$ cat config.mk
export PLATFORM = sky130hd
export DESIGN_NAME = pt_walker
export DESIGN_NICKNAME = d
export VERILOG_FILES = /design/src/rtl/ptw_pkg.sv /design/src/rtl/ptw_perm_check.sv /design/src/rtl/ptw_fault_addr.sv /design/src/rtl/ptw_walk_ctrl.sv /design/src/rtl/pt_walker.sv
export SDC_FILE = /design/constraint.sdc
export NUM_CORES = 1
export LEC_CHECK = 0
export CORE_MARGIN = 1
export CORE_UTILIZATION = 45
export DETAILED_ROUTE_END_ITERATION = 8
export GPL_ROUTABILITY_DRIVEN = 0
export GPL_TIMING_DRIVEN = 0
export PLACE_DENSITY = 0.84
export SETUP_SLACK_MARGIN = 0.3
export SLEW_MARGIN = 20
export SYNTH_ARGS = -nofsm -noshare
export SYNTH_HDL_FRONTEND = slang
export SYNTH_HIERARCHICAL = 1
export SYNTH_SLANG_ARGS = --single-unit
$ cat constraint.sdc
create_clock -name clk -period 3.4 [get_ports clk]
set_input_delay 0.85 -clock clk [delete_from_list [all_inputs] [get_ports clk]]
set_output_delay 0.85 -clock clk [all_outputs]
set_load 0.005 [all_outputs]
$ cat src/rtl/ptw_pkg.sv
// Shared constants and types for the page table walker.
// Assumes 4-byte entries and page-aligned tables.
package ptw_pkg;
    localparam int ENTRY_LOG2 = 2;
    localparam int FLAG_P     = 0;
    localparam int FLAG_W     = 1;
    localparam int FLAG_U     = 2;
    localparam int ECODE_W    = 4;

    typedef enum logic [2:0] {
        ST_IDLE,
        ST_DIR_REQ,
        ST_DIR_WAIT,
        ST_TBL_REQ,
        ST_TBL_WAIT,
        ST_RESP
    } walk_state_t;
endpackage

$ cat src/rtl/ptw_perm_check.sv
// Combinational presence and permission check for one walk step.
// With final_i low, only the directory entry's present bit is judged.
// With final_i high, the table entry's present bit is judged, and then the
// user and write rights taken as the AND of both levels.
// Error code: [0] present-violation, [1] write, [2] user, [3] zero.
module ptw_perm_check
    import ptw_pkg::*;
(
    input  logic [2:0]         dir_flags_i,
    input  logic [2:0]         tbl_flags_i,
    input  logic               final_i,
    input  logic               is_write_i,
    input  logic               is_user_i,
    output logic               deny_o,
    output logic [ECODE_W-1:0] ecode_o
);
    logic not_present;
    logic eff_user;
    logic eff_write;
    logic prot_viol;

    // Decide presence and rights for the current step.
    always_comb begin
        eff_user  = dir_flags_i[FLAG_U] & tbl_flags_i[FLAG_U];
        eff_write = dir_flags_i[FLAG_W] & tbl_flags_i[FLAG_W];
        if (!final_i) begin
            not_present = ~dir_flags_i[FLAG_P];
            prot_viol   = 1'b0;
        end else begin
            not_present = ~tbl_flags_i[FLAG_P];
            prot_viol   = is_user_i & (~eff_user | (is_write_i & ~eff_write));
        end
        deny_o  = not_present | prot_viol;
        ecode_o = {1'b0, is_user_i, is_write_i, ~not_present};
    end
endmodule

$ cat src/rtl/ptw_fault_addr.sv
// Holds the virtual address of the most recent faulting translation.
// Assumes load_i pulses for exactly one cycle per fault.
module ptw_fault_addr #(
    parameter int ADDR_W = 32
) (
    input  logic              clk,
    input  logic              rst_n,
    input  logic              load_i,
    input  logic [ADDR_W-1:0] va_i,
    output logic [ADDR_W-1:0] fault_addr_o
);
    // Capture the faulting address, hold it otherwise.
    always_ff @(posedge clk) begin
        if (!rst_n)      fault_addr_o <= '0;
        else if (load_i) fault_addr_o <= va_i;
    end
endmodule

$ cat src/rtl/ptw_walk_ctrl.sv
// Sequencer of the two-level walk: accepts one request, issues the
// directory read, then the table read, and produces a one-cycle response.
// Assumes the memory returns exactly one data beat per accepted read.
module ptw_walk_ctrl
    import ptw_pkg::*;
#(
    parameter int ADDR_W = 32,
    parameter int OFFS_W = 12
) (
    input  logic               clk,
    input  logic               rst_n,
    input  logic [ADDR_W-1:0]  pdbr_i,
    input  logic               req_valid_i,
    output logic               req_ready_o,
    input  logic [ADDR_W-1:0]  req_vaddr_i,
    input  logic               req_write_i,
    input  logic [1:0]         req_cpl_i,
    output logic               mem_rd_valid_o,
    input  logic               mem_rd_ready_i,
    output logic [ADDR_W-1:0]  mem_rd_addr_o,
    input  logic               mem_rd_rvalid_i,
    input  logic [ADDR_W-1:0]  mem_rd_rdata_i,
    output logic [2:0]         chk_dir_flags_o,
    output logic [2:0]         chk_tbl_flags_o,
    output logic               chk_final_o,
    output logic               chk_write_o,
    output logic               chk_user_o,
    input  logic               chk_deny_i,
    input  logic [ECODE_W-1:0] chk_ecode_i,
    output logic               fault_load_o,
    output logic [ADDR_W-1:0]  fault_va_o,
    output logic               rsp_valid_o,
    output logic [ADDR_W-1:0]  rsp_paddr_o,
    output logic               rsp_fault_o,
    output logic [ECODE_W-1:0] rsp_ecode_o
);
    localparam int IDX_W   = OFFS_W - ENTRY_LOG2;
    localparam int FRAME_W = ADDR_W - OFFS_W;
    localparam int DIR_W   = ADDR_W - OFFS_W - IDX_W;

    walk_state_t        state_q;
    logic [ADDR_W-1:0]  va_q;
    logic               wr_q;
    logic               user_q;
    logic [FRAME_W-1:0] dir_base_q;
    logic [ADDR_W-1:0]  pde_q;
    logic               step_done;

    logic [DIR_W-1:0]   dir_idx;
    logic [IDX_W-1:0]   tbl_idx;

    // Split the captured virtual address into its index fields.
    always_comb begin
        dir_idx = va_q[ADDR_W-1 -: DIR_W];
        tbl_idx = va_q[OFFS_W +: IDX_W];
    end

    // Drive the memory read request for the current level.
    always_comb begin
        mem_rd_valid_o = (state_q == ST_DIR_REQ) || (state_q == ST_TBL_REQ);
        if (state_q == ST_DIR_REQ)
            mem_rd_addr_o = {dir_base_q, dir_idx, {ENTRY_LOG2{1'b0}}};
        else
            mem_rd_addr_o = {pde_q[ADDR_W-1 -: FRAME_W], tbl_idx, {ENTRY_LOG2{1'b0}}};
    end

    // Route the returning entry to the permission checker.
    always_comb begin
        chk_final_o = (state_q == ST_TBL_WAIT);
        chk_write_o = wr_q;
        chk_user_o  = user_q;
        if (state_q == ST_TBL_WAIT) begin
            chk_dir_flags_o = pde_q[2:0];
            chk_tbl_flags_o = mem_rd_rdata_i[2:0];
        end else begin
            chk_dir_flags_o = mem_rd_rdata_i[2:0];
            chk_tbl_flags_o = 3'b000;
        end
    end

    // Detect the cycle in which the walk finishes.
    always_comb begin
        step_done = mem_rd_rvalid_i &&
                    ((state_q == ST_TBL_WAIT) ||
                     ((state_q == ST_DIR_WAIT) && chk_deny_i));
        fault_load_o = step_done && chk_deny_i;
        fault_va_o   = va_q;
        req_ready_o  = (state_q == ST_IDLE);
        rsp_valid_o  = (state_q == ST_RESP);
    end

    // Advance the walk state.
    always_ff @(posedge clk) begin
        if (!rst_n) begin
            state_q <= ST_IDLE;
        end else begin
            unique case (state_q)
                ST_IDLE:     if (req_valid_i)     state_q <= ST_DIR_REQ;
                ST_DIR_REQ:  if (mem_rd_ready_i)  state_q <= ST_DIR_WAIT;
                ST_DIR_WAIT: if (mem_rd_rvalid_i) state_q <= chk_deny_i ? ST_RESP : ST_TBL_REQ;
                ST_TBL_REQ:  if (mem_rd_ready_i)  state_q <= ST_TBL_WAIT;
                ST_TBL_WAIT: if (mem_rd_rvalid_i) state_q <= ST_RESP;
                ST_RESP:                          state_q <= ST_IDLE;
                default:                          state_q <= ST_IDLE;
            endcase
        end
    end

    // Capture the request and the directory base on acceptance.
    always_ff @(posedge clk) begin
        if (!rst_n) begin
            va_q       <= '0;
            wr_q       <= 1'b0;
            user_q     <= 1'b0;
            dir_base_q <= '0;
        end else if (state_q == ST_IDLE && req_valid_i) begin
            va_q       <= req_vaddr_i;
            wr_q       <= req_write_i;
            user_q     <= (req_cpl_i == 2'd3);
            dir_base_q <= pdbr_i[ADDR_W-1 -: FRAME_W];
        end
    end

    // Keep the directory entry for the second lookup.
    always_ff @(posedge clk) begin
        if (!rst_n)
            pde_q <= '0;
        else if (state_q == ST_DIR_WAIT && mem_rd_rvalid_i)
            pde_q <= mem_rd_rdata_i;
    end

    // Register the response fields as the walk completes.
    always_ff @(posedge clk) begin
        if (!rst_n) begin
            rsp_paddr_o <= '0;
            rsp_fault_o <= 1'b0;
            rsp_ecode_o <= '0;
        end else if (step_done) begin
            rsp_fault_o <= chk_deny_i;
            rsp_ecode_o <= chk_deny_i ? chk_ecode_i : '0;
            rsp_paddr_o <= chk_deny_i ? '0 :
                           {mem_rd_rdata_i[ADDR_W-1 -: FRAME_W], va_q[OFFS_W-1:0]};
        end
    end
endmodule

$ cat src/rtl/pt_walker.sv
// Top of the two-level page table walker: joins the sequencer, the
// permission checker and the fault-address register.
// Assumes a single-outstanding memory read port.
module pt_walker
    import ptw_pkg::*;
#(
    parameter int ADDR_W = 32,
    parameter int OFFS_W = 12
) (
    input  logic               clk,
    input  logic               rst_n,
    input  logic [ADDR_W-1:0]  pdbr_i,
    input  logic               req_valid_i,
    output logic               req_ready_o,
    input  logic [ADDR_W-1:0]  req_vaddr_i,
    input  logic               req_write_i,
    input  logic [1:0]         req_cpl_i,
    output logic               mem_rd_valid_o,
    input  logic               mem_rd_ready_i,
    output logic [ADDR_W-1:0]  mem_rd_addr_o,
    input  logic               mem_rd_rvalid_i,
    input  logic [ADDR_W-1:0]  mem_rd_rdata_i,
    output logic               rsp_valid_o,
    output logic [ADDR_W-1:0]  rsp_paddr_o,
    output logic               rsp_fault_o,
    output logic [ECODE_W-1:0] rsp_ecode_o,
    output logic [ADDR_W-1:0]  fault_addr_o
);
    logic [2:0]         dir_flags;
    logic [2:0]         tbl_flags;
    logic               chk_final;
    logic               chk_write;
    logic               chk_user;
    logic               chk_deny;
    logic [ECODE_W-1:0] chk_ecode;
    logic               fault_load;
    logic [ADDR_W-1:0]  fault_va;

    ptw_walk_ctrl #(.ADDR_W(ADDR_W), .OFFS_W(OFFS_W)) u_ctrl (
        .clk             (clk),
        .rst_n           (rst_n),
        .pdbr_i          (pdbr_i),
        .req_valid_i     (req_valid_i),
        .req_ready_o     (req_ready_o),
        .req_vaddr_i     (req_vaddr_i),
        .req_write_i     (req_write_i),
        .req_cpl_i       (req_cpl_i),
        .mem_rd_valid_o  (mem_rd_valid_o),
        .mem_rd_ready_i  (mem_rd_ready_i),
        .mem_rd_addr_o   (mem_rd_addr_o),
        .mem_rd_rvalid_i (mem_rd_rvalid_i),
        .mem_rd_rdata_i  (mem_rd_rdata_i),
        .chk_dir_flags_o (dir_flags),
        .chk_tbl_flags_o (tbl_flags),
        .chk_final_o     (chk_final),
        .chk_write_o     (chk_write),
        .chk_user_o      (chk_user),
        .chk_deny_i      (chk_deny),
        .chk_ecode_i     (chk_ecode),
        .fault_load_o    (fault_load),
        .fault_va_o      (fault_va),
        .rsp_valid_o     (rsp_valid_o),
        .rsp_paddr_o     (rsp_paddr_o),
        .rsp_fault_o     (rsp_fault_o),
        .rsp_ecode_o     (rsp_ecode_o)
    );

    ptw_perm_check u_perm (
        .dir_flags_i (dir_flags),
        .tbl_flags_i (tbl_flags),
        .final_i     (chk_final),
        .is_write_i  (chk_write),
        .is_user_i   (chk_user),
        .deny_o      (chk_deny),
        .ecode_o     (chk_ecode)
    );

    ptw_fault_addr #(.ADDR_W(ADDR_W)) u_faddr (
        .clk          (clk),
        .rst_n        (rst_n),
        .load_i       (fault_load),
        .va_i         (fault_va),
        .fault_addr_o (fault_addr_o)
    );
endmodule

# Word-level counts from Yosys, hierarchy flattened
# Index checks and enable logic that the tools add are counted.
# word_totals
register_bits	158
inputBits	104
word_cells	55
# op_classes
eq_ne	11
muxes	14
n_bitwise	11
reduce_logical	9
# op_table
op	n
$mux W32	2
$mux W3	9
$pmux W3 S5	1
$ne A2 B2 Y1 const B	5
$eq A3 B2 Y1 const B	2
$eq A3 B3 Y1 const B	2
$logic_and A1 B1 Y1	5
$not A1 Y1	5
$reduce_and A5 Y1	1
$and A1 B1 Y1	4
$eq A3 B1 Y1 const B	1
$logic_not A3 Y1	1
$eq A2 B2 Y1 const B	1
$logic_or A1 B1 Y1	2
$mux W1	2
$or A1 B1 Y1	2

# Longest topological paths before layout
# logic_depth
depth_word	13
mapped_depth	11
ltp_nobuf	8

# Modules after synthesis
# Netlist, hierarchy kept.
# modules_own_cells
module	instances	cells_per_inst	area_each_um2	seq_area_each_um2
ptw_walk_ctrl	1	501	4593.2	2342.2
ptw_fault_addr	1	103	1243.7	640.6
ptw_perm_check	1	10	77.6	0.0

# Worst setup path before layout
# Ideal clock, no wire load.
# synth_timing
path_kind	flip-flop to flip-flop
startpoint	reg u_ctrl.state_q[2]
endpoint	reg u_faddr.fault_addr_o[0]
setup_ns	0.116
arrival_ns	2.623
required_time_ns	3.284
path_slack_ns	0.661
stages_incl_launch_ff	12
path_buffers	3
synth_period_minus_slack_ns	2.739
cell_sequence	dfxtp_1 -> buf_2 -> nor3b_4 -> mux2_2 -> and2_0 -> o221ai_2 -> nand3b_1 -> a21oi_1 -> buf_6 -> buf_12 -> mux2i_1 -> nor2b_1
# synth_between
elab_chain_cells	13
word_cells_on_any_way	20
cone_classes	2 x eq/ne; 4 x mux; 10 x bitwise; 4 x reduce/logical
# synth_rtl
item	line_no	source
from (decl)	ptw_walk_ctrl.sv:41	walk_state_t state_q;
from (signal assigned)	ptw_walk_ctrl.sv:100	ST_DIR_WAIT: if (mem_rd_rvalid_i) state_q <= chk_deny_i ? ST_RESP : ST_TBL_REQ;
$eq A3 B3 Y1 *	ptw_walk_ctrl.sv:69	chk_final_o = (state_q == ST_TBL_WAIT);
net chk_final	pt_walker.sv:31	logic chk_final;
$mux W3 *	ptw_walk_ctrl.sv:72	if (state_q == ST_TBL_WAIT) begin
net dir_flags[1]	pt_walker.sv:29	logic [2:0] dir_flags;
$and A1 B1 Y1 *	ptw_perm_check.sv:25	eff_write = dir_flags_i[FLAG_W] & tbl_flags_i[FLAG_W];
$not A1 Y1 *	ptw_perm_check.sv:31	prot_viol = is_user_i & (~eff_user | (is_write_i & ~eff_write));
$and A1 B1 Y1 *	ptw_perm_check.sv:31	
$or A1 B1 Y1 *	ptw_perm_check.sv:31	
$and A1 B1 Y1 *	ptw_perm_check.sv:31	
$mux W1 *	ptw_perm_check.sv:26	if (!final_i) begin
$or A1 B1 Y1 *	ptw_perm_check.sv:33	deny_o = not_present | prot_viol;
net chk_deny	pt_walker.sv:34	logic chk_deny;
$logic_and A1 B1 Y1	ptw_walk_ctrl.sv:85	((state_q == ST_DIR_WAIT) && chk_deny_i));
$logic_or A1 B1 Y1	ptw_walk_ctrl.sv:84	((state_q == ST_TBL_WAIT) ||
$logic_and A1 B1 Y1	ptw_walk_ctrl.sv:83	step_done = mem_rd_rvalid_i &&
$logic_and A1 B1 Y1 *	ptw_walk_ctrl.sv:86	fault_load_o = step_done && chk_deny_i;
net fault_load	pt_walker.sv:36	logic fault_load;
to (signal assigned)	ptw_fault_addr.sv:15	else if (load_i) fault_addr_o <= va_i;
to (decl)	ptw_fault_addr.sv:10	output logic [ADDR_W-1:0] fault_addr_o
# Mark *: on every way through the listed nets, which the timed path passes. The rest lies on a longest branch.
# A chain may end at the register's enable or synchronous reset.

# Worst setup path after layout
# layout_timing
startpoint	reg u_ctrl.state_q[2]
endpoint	out mem_rd_addr_o[9]
# layout_between
elab_chain_cells	2
# layout_rtl
item	line_no	source
$eq A3 B1 Y1	ptw_walk_ctrl.sv:61	if (state_q == ST_DIR_REQ)
$mux W32	ptw_walk_ctrl.sv:61	
to (decl)	pt_walker.sv:20	output logic [ADDR_W-1:0] mem_rd_addr_o,
# No other way between the ends.

==> summary.md <==
| Metric | Value |
|---|---|
| CTS buffer count | `17` |
| ANT nets after route | `0` |
| Worst Hold Launch | `u_ctrl/pde_q[12]` |
| Initial core utilization | `0.465` |
| Grt ovf | `0` |
| Relative slew slack | `0.363` |
| Nets | `929` |
| Setup crit end kind | `output pin` |
| Clock-pin transition on the worst setup and hold timing paths | `0.06 ns` |
| RSZ-0062 raised after global routing | `yes` |
| Later-pin clock latency in the skew report | `0.43 ns` |
| Power per Cell Area | `475 mW/mm²` |
| Die Wd | `117 µm` |
| DRC | `0` |
| CTS Root Cell | `clkbuf_16` |
| # port buffers | `184` |
| Period utilization | `0.913` |
| Worst R2R Setup Slack | `0.41 ns` |
| Worst Path Max Fanout | `10` |
| DP HPWL | `12700 µm` |
| Synth Area per Inst | `9.63 µm²` |
| DRT iter0 DRCs | `363` |
| Type of the worst setup path | `reg -> out` |
| Total negative setup slack | `0 ns` |
| Hold buffers post-CTS | `0` |
| Cells after synthesis | `614` |
| Switching pwr | `0.00101 W` |
| CTS H-tree depth | `4` |
| Max Cap Violations | `0` |
| Drt wl/cell | `17.7 µm` |
| Die Height | `117 µm` |
| N_diodes | `0` |
| Measured slew at the worst slew-check pin | `0.952 ns` |
| Crit Reg-Reg Startpoint | `u_ctrl/state_q[0]` |
| Internal power | `0.00312 W` |
| Initial antenna violation count | `0` |
| Mapped Area | `0.00591 mm²` |
| Seq pwr share | `0.447` |
| Metal-1 WL | `7250 µm` |
| Gr usage total | `0.262` |
| DIE AREA | `0.0136 mm²` |
| Reg2reg path depth | `11` |
| Status | `completed` |
| Required @ worst endpoint | `2.55 ns` |
| Synth warn | `6` |
| Hold Fails Final Rpt | `0` |
| LEAKAGE | `3.41 nW` |
| Routed Wire Length | `17900 µm` |
| Clock skew | `0.00666 ns` |
| I/O pins | `208` |
| Met3 WL post-DR | `1070 µm` |
| Number of detailed-route iterations in the first pass | `6` |
| Startpoint Class | `register` |
| Combinational power share | `0.121` |
| Clk buf depth | `2` |
| Post-synthesis sequential area ratio | `0.504` |
| Final Max Tran Viols | `0` |
| Via density | `5.32` |
| Yosys reg bits | `149` |
| Fillers | `990` |
| Sink Count | `149` |
| Post-layout min period | `3.11 ns` |
| Largest net degree at the start of global routing | `17` |
| Min-Delay Path Class | `reg -> reg` |
| Worst EP arrival | `2.26 ns` |
| CTS tree | `built` |
| Minimum hold slack | `0.453 ns` |
| Sw Ratio | `0.245` |
| Core Region | `0.0127 mm²` |
| # setup viols final | `0` |
| Worst r2r dst | `u_ctrl/rsp_paddr_o[9]` |
| Syn-to-layout area delta | `47.0%` |
| Routed wire length on met2 | `9060 µm` |
| Number of global-route vias before repair | `5472` |
| Vias | `5370` |
| Clock share of power | `0.433` |
| Post-synthesis cell type count | `39` |
| Cell Rows | `41` |
| First-pass GRT wire length | `26900 µm` |
| Hold EP | `u_ctrl/pde_q[12]` |
| Uppermost layer routed | `met4` |
| Fmax | `322 MHz` |
| Max VDD drop | `0.354 mV` |
| Share of cells above drive strength 1 | `0.132` |
| Hold Path Depth | `2` |
## worst max-delay path, stage by stage (launching register included)
cell and delay [ns]:
dfxtp_2 0.36, buf_6 0.15, nor3_4 0.22, buf_12 0.15
buf_6 0.13, mux2_2 0.36, clkdlybuf4s50_1 0.45
## how the worst max path moves through the flow
stage | start | endpoint | cells past startpoint
final | u_ctrl/state_q[2] | mem_rd_addr_o[9] | 6
after global routing | u_ctrl/state_q[2] | mem_rd_addr_o[5] | 6
after CTS | u_ctrl/state_q[2] | mem_rd_addr_o[9] | 6
after detailed placement | mem_rd_rdata_i[1] | u_faddr/fault_addr_o[4] | 10
after global placement | mem_rd_rdata_i[1] | u_faddr/fault_addr_o[4] | 10
after floorplan | u_ctrl/state_q[2] | u_faddr/fault_addr_o[0] | 11
## metrics by stage
stage                     setup WS, ns  cell area [µm²]  power [W]  cells   util
after global placement           0.158             7980    0.00234    971  0.627
final                            0.294             8700    0.00413   1010  0.684
after global routing             0.270             8700    0.00428   1010  0.684
after floorplan                  0.661             5920    0.00211    615      -
after detailed placement        0.0901             7980    0.00235    971  0.627
after CTS                        0.296             8640    0.00415   1009  0.679
## logic make-up after synthesis
family          Yosys count  share of synthesized area
simple gates            216                      0.171
flops                   149                      0.504
compound gates          124                      0.140
mux                      67                      0.121
buf+inv                  56                     0.0620
other cells               2                    0.00127
## power by group through the flow
stage | Clock (W) | Sequential, W | Combinational [W]
floorplan | 0 | 0.00187 | 0.000242
global placement | 0 | 0.00188 | 0.000463
detailed placement | 0 | 0.00188 | 0.000472
CTS | 0.00181 | 0.00184 | 0.000496
global route | 0.00189 | 0.00185 | 0.000534
finish | 0.00179 | 0.00185 | 0.000499
## synthesized netlist by cell type
| master | count | area, µm² |
|---|---|---|
| a211oi_1 | 2 | 15.0 |
| a21o_1 | 1 | 7.51 |
| a21oi_1 | 80 | 400 |
| a32o_1 | 35 | 350 |
| a41oi_1 | 1 | 8.76 |
| and2_0 | 2 | 12.5 |
| and2_1 | 3 | 18.8 |
| and4bb_1 | 1 | 12.5 |
| buf_12 | 3 | 60.1 |
| buf_2 | 20 | 100 |
| buf_4 | 8 | 60.1 |
| buf_6 | 7 | 78.8 |
| clkbuf_1 | 15 | 56.3 |
| conb_1 | 2 | 7.51 |
| dfxtp_1 | 149 | 2980 |
| inv_1 | 2 | 7.51 |
| inv_2 | 1 | 3.75 |
| mux2_1 | 13 | 146 |
| mux2_2 | 20 | 225 |
| mux2_4 | 1 | 15.0 |
| mux2i_1 | 33 | 330 |
| nand2_1 | 156 | 586 |
| nand2b_1 | 3 | 18.8 |
| nand3_1 | 4 | 20.0 |
| nand3b_1 | 2 | 15.0 |
| nand4_1 | 1 | 6.26 |
| nand4bb_1 | 1 | 11.3 |
| nor2_1 | 2 | 7.51 |
| nor2b_1 | 32 | 200 |
| nor3_1 | 2 | 10.0 |
| nor3b_4 | 1 | 18.8 |
| nor4_4 | 1 | 21.3 |
| nor4b_4 | 1 | 23.8 |
| o21a_1 | 3 | 22.5 |
| o221ai_2 | 1 | 15.0 |
| o32a_1 | 1 | 10.0 |
| or2_2 | 1 | 6.26 |
| or3_1 | 2 | 12.5 |
| or4b_1 | 1 | 10.0 |
## final cells by class
type,instances,area (µm²),share of cell area
Clock inverter,12,105,0.0121
Clock buffer,20,467,0.0537
Sequential cell,149,2990,0.343
Inverter,3,11.3,0.00129
Tap cell,172,215,0.0247
Multi-Input combinational cell,410,2590,0.298
Buffer,53,392,0.0450
Timing Repair Buffer,191,1930,0.222
## state kept, by name (all words and copies together) (netlist names)
signal / flops
u_ctrl/dir_base_q: 20
u_faddr/fault_addr_o: 32
u_ctrl/rsp_ecode_o: 4
u_ctrl/state_q: 3
u_ctrl/chk_user_o: 1
u_ctrl/fault_va_o: 32
u_ctrl/chk_write_o: 1
u_ctrl/rsp_fault_o: 1
u_ctrl/pde_q: 23
u_ctrl/rsp_paddr_o: 32
## layout by cell type, fill, tap and decap left out, drive strengths merged, types with 3 or more instances in the layout
| cell | synthesis | layout |
|---|---|---|
| nand2 | 156 | 156 |
| o21a | 3 | 3 |
| inv | 3 | 3 |
| nor2b | 32 | 32 |
| a32o | 35 | 35 |
| dfxtp | 149 | 149 |
| mux2 | 34 | 34 |
| dlygate4sd2 | 0 | 10 |
| and2 | 5 | 5 |
| nand3 | 4 | 4 |
| buf | 38 | 45 |
| nand2b | 3 | 3 |
| clkinv | 0 | 3 |
| mux2i | 33 | 33 |
| a21oi | 80 | 80 |
| clkinvlp | 0 | 8 |
| conb | 2 | 3 |
| dlymetal6s2s | 0 | 16 |
| clkdlybuf4s50 | 0 | 158 |
| clkbuf | 15 | 35 |
## per-layer routing
layer,up-vias,global-route usage
met4,0,0.118
met3,41,0.0602
met5,-,0
met2,226,0.463
li1,2535,-
met1,2568,0.300
## repair_timing
action | CTS | global route
pin swaps | 1 | 0
setup endpoints to repair | 90 | 51
resized for setup | 26 | 19
buffers inserted | 5 | 1
gates cloned | 1 | 0
Note: power is estimated with default switching activity, not from simulation.
